`config.mk`:
```
export PLATFORM = sky130hd
export DESIGN_NAME = segLoadUnit
export DESIGN_NICKNAME = d
export VERILOG_FILES = /design/src/rtl/segLoadPkg.sv /design/src/rtl/segLoadCtrl.sv /design/src/rtl/segLoadPath.sv /design/src/rtl/segLoadUnit.sv
export SDC_FILE = /design/constraint.sdc
export NUM_CORES = 1
export LEC_CHECK = 0
export BUFFER_PORTS_ARGS = -buffer_cell sky130_fd_sc_hd__buf_4
export CAP_MARGIN = 10
export CORE_AREA = 2 2 256 258
export DETAILED_ROUTE_END_ITERATION = 8
export DIE_AREA = 0 0 258 260
export HOLD_SLACK_MARGIN = 0.02
export PLACE_DENSITY_LB_ADDON = 0.3
export SETUP_SLACK_MARGIN = 0.4
export SYNTH_ARGS = -nofsm -noshare
export SYNTH_HDL_FRONTEND = slang
export SYNTH_SLANG_ARGS = --single-unit
```
`constraint.sdc`:
```
create_clock -name clk -period 12.1 [get_ports clk]
set_input_delay 3.025 -clock clk [delete_from_list [all_inputs] [get_ports clk]]
set_output_delay 3.025 -clock clk [all_outputs]
set_load 0.01 [all_outputs]
```
`src/rtl/segLoadPkg.sv`:
```
package segLoadPkg;
  localparam int SEL_W     = 16;
  localparam int ADDR_W    = 32;
  localparam int SEG_IDX_W = 3;
  localparam int ATTR_W    = 12;

  localparam logic [SEG_IDX_W-1:0] SEG_CODE  = 3'd0;
  localparam logic [SEG_IDX_W-1:0] SEG_STACK = 3'd2;

  typedef struct packed {
    logic [SEL_W-1:0]  sel;
    logic [ADDR_W-1:0] base;
    logic [ADDR_W-1:0] limit;
    logic [1:0]        dpl;
    logic [ATTR_W-1:0] attr;
    logic              valid;
  } segCache_t;

  typedef struct packed {
    logic latchReq;
    logic latchLo;
    logic latchHi;
    logic addrHi;
    logic commit;
    logic commitNull;
    logic fault;
  } ctrlStrobe_t;

  localparam segCache_t CACHE_RESET = '{sel: '0, base: '0, limit: '1,
                                        dpl: '0, attr: '0, valid: 1'b1};
endpackage

```
`src/rtl/segLoadCtrl.sv`:
```
module segLoadCtrl
  import segLoadPkg::*;
(
  input  logic        clk,
  input  logic        rstN,
  input  logic        reqValid,
  input  logic        memReqReady,
  input  logic        memRspValid,
  input  logic        tgtIsCode,
  input  logic        tgtIsStack,
  input  logic        selIsNull,
  input  logic        privFail,
  output ctrlStrobe_t strobe,
  output logic        memReqValid,
  output logic        busy
);
  typedef enum logic [2:0] {
    ST_IDLE, ST_DECIDE, ST_RD_LO, ST_WT_LO, ST_RD_HI, ST_WT_HI, ST_CHECK
  } state_t;

  state_t state, nextState;

  always_ff @(posedge clk) begin
    if (!rstN) state <= ST_IDLE;
    else       state <= nextState;
  end

  always_comb begin
    nextState   = state;
    strobe      = '0;
    memReqValid = 1'b0;
    unique case (state)
      ST_IDLE: if (reqValid) begin
        strobe.latchReq = 1'b1;
        nextState       = ST_DECIDE;
      end
      ST_DECIDE: begin
        if (tgtIsCode || (selIsNull && tgtIsStack)) begin
          strobe.fault = 1'b1;
          nextState    = ST_IDLE;
        end else if (selIsNull) begin
          strobe.commitNull = 1'b1;
          nextState         = ST_IDLE;
        end else begin
          nextState = ST_RD_LO;
        end
      end
      ST_RD_LO: begin
        memReqValid = 1'b1;
        if (memReqReady) nextState = ST_WT_LO;
      end
      ST_WT_LO: if (memRspValid) begin
        strobe.latchLo = 1'b1;
        nextState      = ST_RD_HI;
      end
      ST_RD_HI: begin
        memReqValid   = 1'b1;
        strobe.addrHi = 1'b1;
        if (memReqReady) nextState = ST_WT_HI;
      end
      ST_WT_HI: if (memRspValid) begin
        strobe.latchHi = 1'b1;
        nextState      = ST_CHECK;
      end
      ST_CHECK: begin
        if (privFail) strobe.fault  = 1'b1;
        else          strobe.commit = 1'b1;
        nextState = ST_IDLE;
      end
      default: nextState = ST_IDLE;
    endcase
  end

  assign busy = (state != ST_IDLE);

  // a read request that is not yet accepted stays raised
  assert_read_held_R2: assert property (@(posedge clk) disable iff (!rstN)
    (memReqValid && !memReqReady) |=> memReqValid);

  // no read leaves the block while it reports idle
  assert_idle_quiet_R11: assert property (@(posedge clk) disable iff (!rstN)
    !busy |-> !memReqValid);
endmodule

```
`src/rtl/segLoadPath.sv`:
```
module segLoadPath
  import segLoadPkg::*;
#(
  parameter int NUM_SEGS = 6
) (
  input  logic                 clk,
  input  logic                 rstN,
  input  ctrlStrobe_t          strobe,
  input  logic [SEG_IDX_W-1:0] reqSeg,
  input  logic [SEL_W-1:0]     reqSel,
  input  logic [ADDR_W-1:0]    gdtBase,
  input  logic [ADDR_W-1:0]    ldtBase,
  input  logic [31:0]          memRspData,
  input  logic                 csFarValid,
  input  logic [SEL_W-1:0]     csFarSel,
  input  logic [SEG_IDX_W-1:0] qrySeg,
  output logic [ADDR_W-1:0]    memReqAddr,
  output logic                 tgtIsCode,
  output logic                 tgtIsStack,
  output logic                 selIsNull,
  output logic                 privFail,
  output segCache_t            qryEntry,
  output logic                 faultPulse,
  output logic [SEL_W-1:0]     faultSel
);
  localparam int IDX_W    = SEL_W - 3;
  localparam int DESC_SH  = 3;
  localparam int LIM_W    = 20;
  localparam int GRAN_SH  = 12;

  logic [SEL_W-1:0]     pendSel;
  logic [SEG_IDX_W-1:0] pendSeg;
  logic [31:0]          wordLo, wordHi;
  segCache_t            cache [NUM_SEGS];
  segCache_t            newEntry;

  always_ff @(posedge clk) begin
    if (!rstN) begin
      pendSel <= '0;
      pendSeg <= '0;
      wordLo  <= '0;
      wordHi  <= '0;
    end else begin
      if (strobe.latchReq) begin
        pendSel <= reqSel;
        pendSeg <= reqSeg;
      end
      if (strobe.latchLo) wordLo <= memRspData;
      if (strobe.latchHi) wordHi <= memRspData;
    end
  end

  // selector fields
  logic [1:0]       rpl;
  logic             tableSel;
  logic [IDX_W-1:0] descIdx;
  assign rpl      = pendSel[1:0];
  assign tableSel = pendSel[2];
  assign descIdx  = pendSel[SEL_W-1:3];

  assign tgtIsCode  = (pendSeg == SEG_CODE);
  assign tgtIsStack = (pendSeg == SEG_STACK);
  assign selIsNull  = (pendSel[SEL_W-1:2] == '0);

  // descriptor address
  logic [ADDR_W-1:0] tableBase, descOffset;
  assign tableBase  = tableSel ? ldtBase : gdtBase;
  assign descOffset = ADDR_W'({descIdx, {DESC_SH{1'b0}}});
  assign memReqAddr = tableBase + descOffset + (strobe.addrHi ? ADDR_W'(4) : '0);

  // privilege test against the current level held in the code entry
  logic [1:0] cpl, effLevel;
  assign cpl      = cache[0].sel[1:0];
  assign effLevel = (cpl > rpl) ? cpl : rpl;
  assign privFail = effLevel > wordHi[14:13];

  // descriptor decode
  logic [LIM_W-1:0] rawLimit;
  assign rawLimit = {wordHi[19:16], wordLo[15:0]};
  always_comb begin
    newEntry.sel   = pendSel;
    newEntry.base  = {wordHi[31:24], wordHi[7:0], wordLo[31:16]};
    newEntry.limit = wordHi[23] ? {rawLimit, {GRAN_SH{1'b1}}} : ADDR_W'(rawLimit);
    newEntry.dpl   = wordHi[14:13];
    newEntry.attr  = {wordHi[23:20], wordHi[15:8]};
    newEntry.valid = 1'b1;
  end

  always_ff @(posedge clk) begin
    if (!rstN) begin
      for (int i = 0; i < NUM_SEGS; i++) cache[i] <= CACHE_RESET;
    end else begin
      for (int i = 0; i < NUM_SEGS; i++) begin
        if (strobe.commit && pendSeg == SEG_IDX_W'(i)) begin
          cache[i] <= newEntry;
        end else if (strobe.commitNull && pendSeg == SEG_IDX_W'(i)) begin
          cache[i].sel   <= pendSel;
          cache[i].valid <= 1'b0;
        end else if (i == 0 && csFarValid) begin
          cache[i].sel <= csFarSel;
        end
      end
    end
  end

  // query port: one lane per entry, selected by index
  segCache_t lane [NUM_SEGS];
  for (genvar g = 0; g < NUM_SEGS; g++) begin : gLane
    assign lane[g] = (qrySeg == SEG_IDX_W'(g)) ? cache[g] : '0;
  end
  always_comb begin
    qryEntry = '0;
    for (int i = 0; i < NUM_SEGS; i++) qryEntry = qryEntry | lane[i];
  end

  always_ff @(posedge clk) begin
    if (!rstN) begin
      faultPulse <= 1'b0;
      faultSel   <= '0;
    end else begin
      faultPulse <= strobe.fault;
      if (strobe.fault) faultSel <= pendSel;
    end
  end

  // the request path never writes the code entry
  assert_commit_not_code_R7: assert property (@(posedge clk) disable iff (!rstN)
    (strobe.commit || strobe.commitNull) |-> (pendSeg != SEG_CODE));

  // a load either faults or commits, never both
  assert_fault_xor_commit_R5: assert property (@(posedge clk) disable iff (!rstN)
    !(strobe.fault && (strobe.commit || strobe.commitNull)));

  // the fault indication lasts one cycle
  assert_fault_single_R10: assert property (@(posedge clk) disable iff (!rstN)
    faultPulse |=> !faultPulse);
endmodule

```
`src/rtl/segLoadUnit.sv`:
```
module segLoadUnit
  import segLoadPkg::*;
#(
  parameter int NUM_SEGS = 6
) (
  input  logic        clk,
  input  logic        rstN,
  input  logic        reqValid,
  input  logic [2:0]  reqSeg,
  input  logic [15:0] reqSel,
  output logic        busy,
  input  logic [31:0] gdtBase,
  input  logic [31:0] ldtBase,
  output logic        memReqValid,
  input  logic        memReqReady,
  output logic [31:0] memReqAddr,
  input  logic        memRspValid,
  input  logic [31:0] memRspData,
  input  logic        csFarValid,
  input  logic [15:0] csFarSel,
  input  logic [2:0]  qrySeg,
  output logic [15:0] qrySel,
  output logic [31:0] qryBase,
  output logic [31:0] qryLimit,
  output logic [1:0]  qryDpl,
  output logic [11:0] qryAttr,
  output logic        qryValid,
  output logic        faultPulse,
  output logic [15:0] faultSel
);
  ctrlStrobe_t strobe;
  segCache_t   qryEntry;
  logic        tgtIsCode, tgtIsStack, selIsNull, privFail;

  segLoadCtrl uCtrl (
    .clk, .rstN, .reqValid, .memReqReady, .memRspValid,
    .tgtIsCode, .tgtIsStack, .selIsNull, .privFail,
    .strobe, .memReqValid, .busy
  );

  segLoadPath #(.NUM_SEGS(NUM_SEGS)) uPath (
    .clk, .rstN, .strobe, .reqSeg, .reqSel, .gdtBase, .ldtBase, .memRspData,
    .csFarValid, .csFarSel, .qrySeg, .memReqAddr, .tgtIsCode, .tgtIsStack,
    .selIsNull, .privFail, .qryEntry, .faultPulse, .faultSel
  );

  assign qrySel   = qryEntry.sel;
  assign qryBase  = qryEntry.base;
  assign qryLimit = qryEntry.limit;
  assign qryDpl   = qryEntry.dpl;
  assign qryAttr  = qryEntry.attr;
  assign qryValid = qryEntry.valid;
endmodule

```
== Yosys cells after proc, flatten, opt, wreduce, memory -nomap -nowiden ==
Memories as Yosys holds them, arrays and structs flattened.
Cells that the tools add are included.

* Flip-flop bits (word level): 103
* Memory bits (writable): 570
* Bits of input ports: 140
* Output and inout port bits: 146
* Logic and storage cells: 178
* Memories kept: 1

* Add/subtract/negate cells: 2
* $lt $le $gt $ge: 2
* Eq/ne operators: 21
* Muxes and demuxes: 100
* Bitwise gates (word level): 24
* Reduce and logical (&&, ||, !) cells: 21

{| class="wikitable"
|+ Memories
! memory !! words !! bits a word !! read ports !! clocked after Yosys merged registers in !! wr ports !! line !! text
|-
| uPath.cache || 6 || 95 || 6 || 0 || 6 || segLoadPath.sv:34 || <nowiki>segCache_t cache [NUM_SEGS];</nowiki>
|}

{| class="wikitable"
|+ Operators by type and width
! operator !! count
|-
| $mux 95 || 12
|-
| $or 95x95->95 || 5
|-
| $mux 16 || 7
|-
| $mux 1 || 68
|-
| $mux 32 || 2
|-
| $add 32x16->32 || 1
|-
| $add 32x32->32 || 1
|-
| $eq 3x3->1 const B || 7
|-
| $or 1x1->1 || 19
|-
| $eq 3x2->1 const B || 6
|-
| $mux 3 || 6
|-
| $pmux 3 s6 || 1
|-
| $logic_not 14->1 || 1
|-
| $logic_and 1x1->1 || 13
|-
| $ne 2x2->1 const B || 5
|-
| $eq 3x1->1 const B || 3
|-
| $logic_not 3->1 || 3
|-
| $mux 2 || 3
|-
| $reduce_and 5->1 || 1
|-
| $gt 2x2->1 || 2
|-
| $reduce_bool 3->1 || 1
|-
| $pmux 1 s2 || 1
|-
| $reduce_or 2->1 || 1
|-
| $logic_or 1x1->1 || 1
|}

== Depth between registers and ports, before layout ==
Gate-level depths: netlist of the first run.
An unclocked memory read counts as a cell.

* Word-level depth: 13
* Gate-level depth with buffers: 13
* Depth with buffers taken out: 12

== Modules after synthesis ==
A second synthesis of the first run with hierarchy kept.

* Cell total of the unflattened synthesis: 2,279
* Area total of the unflattened synthesis: 28,895.2 µm²

{| class="wikitable"
|+ Modules (own cells, without submodules)
! module !! instances !! cells each !! area an instance (µm²) !! seq. area each (µm²)
|-
| segLoadPath || 1 || 2,245 || 28,623.7 || 18,758.0
|-
| segLoadCtrl || 1 || 34 || 271.5 || 60.1
|}

== Worst setup path before layout of the first run ==
OpenSTA, ideal clock, no wires.

* Path kind: reg-to-reg
* Start: reg uPath.pendSel[1]
* End: mem uPath.cache[0][285] (netlist name), enable pin
* Library setup time: 0.395 ns
* Data arrival time: 8.328 ns
* Required time: 11.705 ns
* Setup slack: 3.377 ns
* Stages on the path, launching flop included: 13
* Buffers on the path: 1
* Period minus slack after synthesis: 8.723 ns
* Cell sequence: dfxtp_1 > inv_1 > ha_1 > inv_1 > a22oi_1 > o221ai_1 > ha_1 > nand2_1 > o21ai_1 > nand2_2 > clkbuf_1 > o21ai_0 > o21bai_1

{| class="wikitable"
|+ RTL lines
! item !! line !! text
|-
| start, declared || segLoadPath.sv:31 || <nowiki>logic [SEL_W-1:0] pendSel;</nowiki>
|-
| start signal, assigned || segLoadPath.sv:45 || <nowiki>pendSel <= reqSel;</nowiki>
|-
| end, declared || segLoadPath.sv:34 ||
|}

== Worst setup path in the final report of the first run ==
* Start: in ldtBase[2]
* End: out memReqAddr[14]

* Cells in the longest elaborated chain, start to end: 3

{| class="wikitable"
|+ Ends and longest elaborated chain
! item !! line !! text
|-
| start, declared || segLoadUnit.sv:13 || <nowiki>input logic [31:0] ldtBase,</nowiki>
|-
| $mux 32 || segLoadPath.sv:67 || <nowiki>assign tableBase = tableSel ? ldtBase : gdtBase;</nowiki>
|-
| $add 32x16->32 || segLoadPath.sv:69 || <nowiki>assign memReqAddr = tableBase + descOffset + (strobe.addrHi ? ADDR_W'(4) : '0);</nowiki>
|-
| $add 32x32->32 || segLoadPath.sv:69 ||
|-
| end, declared || segLoadUnit.sv:16 || <nowiki>output logic [31:0] memReqAddr,</nowiki>
|}

Every way passes these cells.

==> metrics.cfg, run 1 <==
[run_status]
status=finished, final reports clean

[synthesis]
yosys_warnings=0
syn_inst=2354
synth_top_area_cell=edfxtp_1
synthTopCellsByArea=edfxtp_1, a22oi_1, dfxtp_1
synth_most_common_cell=edfxtp_1
netlist_area_um2=28580
synth_edf_count=558
ys_async_sr_fraction_pct=0
ys.flop_type=edfxtp_1
synth.distinct_cells=64
yosysTopAreaCellShare_pct=58.63
yosysSeqAreaShare_pct=65.84
syn_avg_cell_area_um2=12.14
synth-seq-cells=661
ys_top_cells_by_count=edfxtp_1, nand2_1, and2_1

[global_route]
antenna_found_initial=3
grt.busiest_layer=met2
grt_util_all_layers_pct=25.53
groute.layer.met3.usage_pct=6.355
grt_max_degree=76
grt_pass1_vias=20320
met1_usage_pct=32.64
grt_pass1_wl_um=127900
overflow=0
use_met2_pct=43.11

[timing]
finalHoldViolCount=0
setup_tns_ns=0
tightestPinTransition_ns=1.104
max_freq_mhz=115.5
slew_viol_final=0
slew_headroom_pct=26.38
period_minus_slack_ns=8.658
rsz0062_at_grt=false
final.period_utilization_pct=71.55
final.setup_skew_ns=0.03286
setup_violations=0

[pwr]
seqPwrFrac_pct=50.4
cellLeakagePower_nw=11.42
ir_drop_mv=0.09388
power.total_mw=5.046
p_int_mw=3.870
power_switching_mw=1.177
p_clk_share_pct=40.8
pwr-share-comb_pct=8.8
switching_share_pct=23.32
power_per_cell_area_nw_per_um2=149.5

[die]
rows=93
die_h_um=260
io_pins=286
die_w_um=258
initial_core_util_pct=44.58
core-area_um2=64120
fp.dieArea_um2=67080

[final_layout]
fin_area_um2=33750
final_net_count=2745
layout-drive-gt1-share_pct=18.37
nFillCells=5479
area_growth_pct=18.08

[worst_setup_path]
worst_setup_path_start_kind=primary input
path_cells=buf_4 -> mux2_2 -> ha_1 -> fa_1 -> a21oi_1 -> nor2_1 -> a211oi_1 -> nor2_1 -> a21oi_1 -> xnor2_1 -> buf_4
cp_top_family=compound AO/OA/AOI/OAI gates
critical_path_class=in -> out
rrSetupSlack_ns=7.04
required_ns=9.07
cp_data_arrival_time_ns=5.63
critical_path_peak_fanout=3
critical_path_buf_inv_count=2
end_kind=output port
critPathMaxStageDelay_ns=0.44
cpMaxStageDelayCell=fa_1

[clocking]
clk_latency_ns=0.62
cts_max_path_buffers=3
post_cts_resized=0
cts_root_buf=clkbuf_16
h-tree-depth=3
cts.reportedPaths.clkPinSlew_ns=0.06
clock_sinks=661
postCtsSetupBuffers=0
cts_buffers=69
cts_tree=built
hold_buffers=0

[detailed_routing]
vias_per_cell=5.761
first_pass_iters=6
drc_errors=0
drt-total-wl_um=86570
wl_per_cell_um=24.76
drt_iter0_markers=1815
ant_nets=0
vias=20150

[placed_design]
hpwl_um=49480
dpl_cell_area_um2=31560
routabilityCongestion=0.8576
portBuffers=285

[min_path]
min_path_type=reg -> reg

[flow_run]
drv_cap=0

-- logic make-up (layout without fill, tap and decap cells) --
| family | Yosys count | count (layout) | share of synthesized area [%] |
|---|---|---|---|
| muxes | 52 | 52 | 1.891 |
| buffers and inverters | 177 | 462 | 2.539 |
| DFF | 661 | 661 | 65.84 |
| xor gates and xnor gates | 27 | 27 | 0.8274 |
| AOI/OAI and AO/OA | 451 | 451 | 10.99 |
| adders and majority gates | 20 | 20 | 0.9018 |
| and+or+nand+nor | 965 | 965 | 17.00 |
| other | 1 | 4 | 0.01312 |
-- placed cells by master, fill, tap and decap left out, drive strengths merged, types with 5 or more instances in the layout --
cell type    n
xor2        12
dfxtp      103
a21oi      102
a211oi       8
or2          6
clkbuf     101
buf        324
inv         15
mux2i       36
a22oi      280
and2       308
edfxtp     558
nand3      110
nand2b      10
ha          19
nor3        13
o21ai       17
a22o        16
xnor2       15
nand2      389
nor2b       38
mux2        16
clkinv      21
nor2        58
a21o         5
nor4        10
-- routing by layer --
| metal | up-vias | routed length, um |
|---|---|---|
| met3 | 132 | 8564 |
| met2 | 976 | 42100 |
| met4 | 4 | 1973 |
| met5 | - | 21 |
| met1 | 9988 | 33920 |
| li1 | 9047 | - |
-- final timing paths --
check,start,endpoint,depth (start not counted)
worst max-delay path,ldtBase[2],memReqAddr[14],11
worst min-delay path,uPath.wordHi[14],uPath.wordHi[14],2
worst max register to register,uPath.pendSel[1],uPath.cache[0][19],13
worst min register to register,uPath.wordHi[14],uPath.wordHi[14],2
-- registers in the layout (all words and copies together) (netlist names) --
name	flops
uPath.cache	558
uPath.wordHi	32
uPath.wordLo	32
uPath.faultSel	16
uPath.pendSel	16
uCtrl.state	3
uPath.pendSeg	3
uPath.faultPulse	1
-- final cells by class --
class                      instances  area, um^2  share of cell area (%)
sequential                       661       18820                   55.76
multi-input combinational       1517        9188                   27.22
timing repair buffer             324        2432                   7.207
clock buffer                     101        2022                   5.991
tap                              855        1070                   3.170
clock inverter                    25       166.4                  0.4931
inverter                          12       46.29                  0.1372
antenna                            2       5.005                 0.01483
-- power groups by stage --
stage / combinational, mW / sequential [mW] / clock (mW)
after floorplan: 0.220 / 2.59 / 0
after global placement: 0.444 / 2.59 / 0
after detailed placement: 0.444 / 2.59 / 0
after CTS: 0.446 / 2.54 / 2.08
after global routing: 0.474 / 2.55 / 2.17
final: 0.443 / 2.54 / 2.06
-- per-stage QoR --
stage / hold slack [ns] / worst slack (ns) / cells / util (%)
final: 0.4754 / 3.442 / 3497 / 52.64
after global routing: 0.4963 / 3.327 / 3495 / 52.63
after CTS: 0.4777 / 3.463 / 3495 / 52.63
after detailed placement: 0.4652 / 3.459 / 3369 / 49.22
after global placement: 0.4705 / 3.452 / 3369 / 49.22
after floorplan: 0.4363 / 3.377 / 2355 / -
-- worst register-to-register path: cells and delay by family, from the launching register on --
kind / cells / cell delay [ns]
adders and majority gates: 2 / 0.53
buffers and inverters: 4 / 1.52
and+or+nand+nor: 4 / 1.42
AOI/OAI and AO/OA: 3 / 0.72
DFF: 1 / 0.58
No activity file was read; power rests on OpenSTA's default activity.
==> run 2, diff against run 1 <==
==> constraint.sdc (replaced) <==
create_clock -name clk -period 7.35 [get_ports clk]
set_input_delay 1.8375 -clock clk [delete_from_list [all_inputs] [get_ports clk]]
set_output_delay 1.8375 -clock clk [all_outputs]
set_load 0.01 [all_outputs]
==> metrics.cfg, run 2 (same netlist as run 1, synthesis figures left out) <==
[die]
die_h_um=260  ; unchanged
io_pins=286  ; unchanged
rows=93  ; unchanged
core-area_um2=64120  ; unchanged
fp.dieArea_um2=67080  ; unchanged
die_w_um=258  ; unchanged
initial_core_util_pct=44.58  ; unchanged

[global_route]
grt_max_degree=94  ; +24%
grt_pass1_vias=20460  ; +0.68%
overflow=0  ; unchanged
grt_pass1_wl_um=129100  ; +0.96%
grt_util_all_layers_pct=25.82  ; +0.29 points
antenna_found_initial=4  ; +1

[timing]
setup_violations=0  ; unchanged
setup_tns_ns=0  ; unchanged
period_minus_slack_ns=6.218
slew_headroom_pct=22.05  ; -4.3 points
rsz0062_at_grt=false
final.period_utilization_pct=84.59
holdWs_ns=0.4717  ; -0.003752 ns
slew_viol_final=0  ; unchanged
tightestPinTransition_ns=1.169  ; +0.06499 ns
finalHoldViolCount=0  ; unchanged
max_freq_mhz=160.8
final.setup_skew_ns=0.02174  ; -0.01112 ns

[final_layout]
layout_common_cells=edfxtp_1, nand2_1, buf_4, and2_1, a22oi_1
final_cells=3497  ; unchanged
area_growth_pct=18.54
largest_reg_flops=558  ; unchanged
final_common_cell=edfxtp_1
top_regs=uPath.cache (558), uPath.wordHi (32), uPath.wordLo (32)
layout-drive-gt1-share_pct=18.30  ; -0.076 points
final_net_count=2744  ; -0.036%
top_register=uPath.cache

[clocking]
hold_buffers=0  ; unchanged
cts_root_buf=clkbuf_16
cts_tree=built
h-tree-depth=3  ; unchanged
clock_sinks=661  ; unchanged
postCtsSetupBuffers=0  ; unchanged
post_cts_resized=0  ; unchanged
cts_buffers=70  ; +1.4%
cts_max_path_buffers=3  ; unchanged
cts.reportedPaths.clkPinSlew_ns=0.06  ; about the same
clk_latency_ns=0.62  ; about the same

[worst_setup_path]
cp_data_arrival_time_ns=4.38  ; -1.25 ns
end_kind=output port
worst_setup_path_start_kind=primary input
path_cells=buf_4 -> mux2_2 -> ha_1 -> fa_1 -> a21oi_1 -> nor2_1 -> a211oi_1 -> o31ai_2 -> nand3_1 -> xor2_1 -> buf_4
required_ns=5.51  ; -3.56 ns
critical_path_peak_fanout=8  ; +5
critical_path_buf_inv_count=2  ; unchanged
critical_path_class=in -> out
crit_top_cell=buf_4
cp_top_family=compound AO/OA/AOI/OAI gates
cpMaxStageDelayCell=fa_1
critPathMaxStageDelay_ns=0.45  ; about the same

[pwr]
power_switching_mw=1.972  ; +68%
p_clk_share_pct=41.3  ; +0.5 points
cellLeakagePower_nw=11.44  ; +0.23%
power.total_mw=8.382  ; +66%
p_int_mw=6.410  ; +66%
switching_share_pct=23.53  ; +0.21 points
power_per_cell_area_nw_per_um2=247.4  ; +65%
pwr-share-comb_pct=8.7  ; about the same
ir_drop_mv=0.1707  ; +82%
seqPwrFrac_pct=50.0  ; -0.4 points

[placed_design]
dpl.cell_count=3367  ; -0.059%
routabilityCongestion=0.8597  ; +0.24%
hpwl_um=48560  ; -1.9%
portBuffers=285  ; unchanged

[detailed_routing]
drt-total-wl_um=87480  ; +1.0%
first_pass_iters=5  ; -1
wl_per_cell_um=25.02  ; +1.0%
drt_iter0_markers=1898  ; +4.6%
vias=20270  ; +0.63%
vias_per_cell=5.798  ; +0.63%
drc_errors=0  ; unchanged
ant_nets=0  ; unchanged

[min_path]
min_path_type=reg -> reg

[flow_run]
drv_cap=0  ; unchanged

[run_status]
status=finished, final reports clean

-- run 2: cell count changes in the layout (fill, tap and decap cells not counted) --
cell | before | now
clkbuf_8 | 9 | 8
inv_16 | 1 | 2
buf_4 | 324 | 314
clkinv_2 | 13 | 11
buf_12 | 0 | 8
clkinvlp_4 | 0 | 1
clkinv_8 | 0 | 2
clkinv_1 | 8 | 6
inv_6 | 3 | 2
clkbuf_1 | 19 | 23
clkbuf_16 | 73 | 71
bufinv_16 | 1 | 3
-- run 2: final cells by class --
| class | instances | area [um^2] |
|---|---|---|
| diodes | 2 | 5.005 |
| multi-input cells | 1517 | 9188 |
| inverters | 12 | 46.29 |
| clock buffers | 102 | 1973 |
| flip-flops and latches | 661 | 18820 |
| well taps | 855 | 1070 |
| repair buffers | 322 | 2517 |
| clock inverters | 26 | 260.3 |
| fillers | 5436 | 30240 |
-- run 2: path summary, 6_finish.rpt --
kind	slack (ns)	to	from	cells after the start
worst min register to register	0.47	uPath.wordHi[14]	uPath.wordHi[14]	2
worst max register to register	2.58	uPath.cache[0][405]	uPath.pendSel[1]	11
worst min-delay path	0.47	uPath.wordHi[14]	uPath.wordHi[14]	2
worst max-delay path	1.13	memReqAddr[20]	ldtBase[2]	11
-- run 2: metrics by stage --
stage,setup slack (ns),area (um^2),utilization [%]
after global routing,0.9235,33870,52.83
final,1.132,33880,52.84
after floorplan,0.7452,28580,-
after detailed placement,1.136,31640,49.35
after global placement,1.119,31640,49.35
after CTS,1.138,33870,52.83
-- run 2: metal layers --
| metal | GRT usage (%) | vias up | part of all wire [%] |
|---|---|---|---|
| met4 | 8.943 | 6 | 2.9 |
| met1 | 32.88 | 10050 | 39 |
| met5 | 0 | - | 0.035 |
| met2 | 43.12 | 1033 | 48 |
| li1 | - | 9046 | - |
| met3 | 6.355 | 143 | 9.9 |
-- run 2: worst register-to-register path: cells and delay by family (launching register included) --
family,cells,cell delay (ns)
compound gates,4,1.68
buf+inv,3,1.20
fa+ha+maj,2,0.55
simple gates,2,0.47
flops,1,0.45
-- run 2: power by group through the flow --
stage          Combinational, mW  Sequential (mW)  Clock (mW)
2_1_floorplan              0.362             4.25           0
3_3_place_gp               0.726             4.26           0
3_5_place_dp               0.729             4.27           0
4_1_cts                    0.732             4.19        3.50
5_1_grt                    0.779             4.20        3.64
6_report                   0.728             4.19        3.47
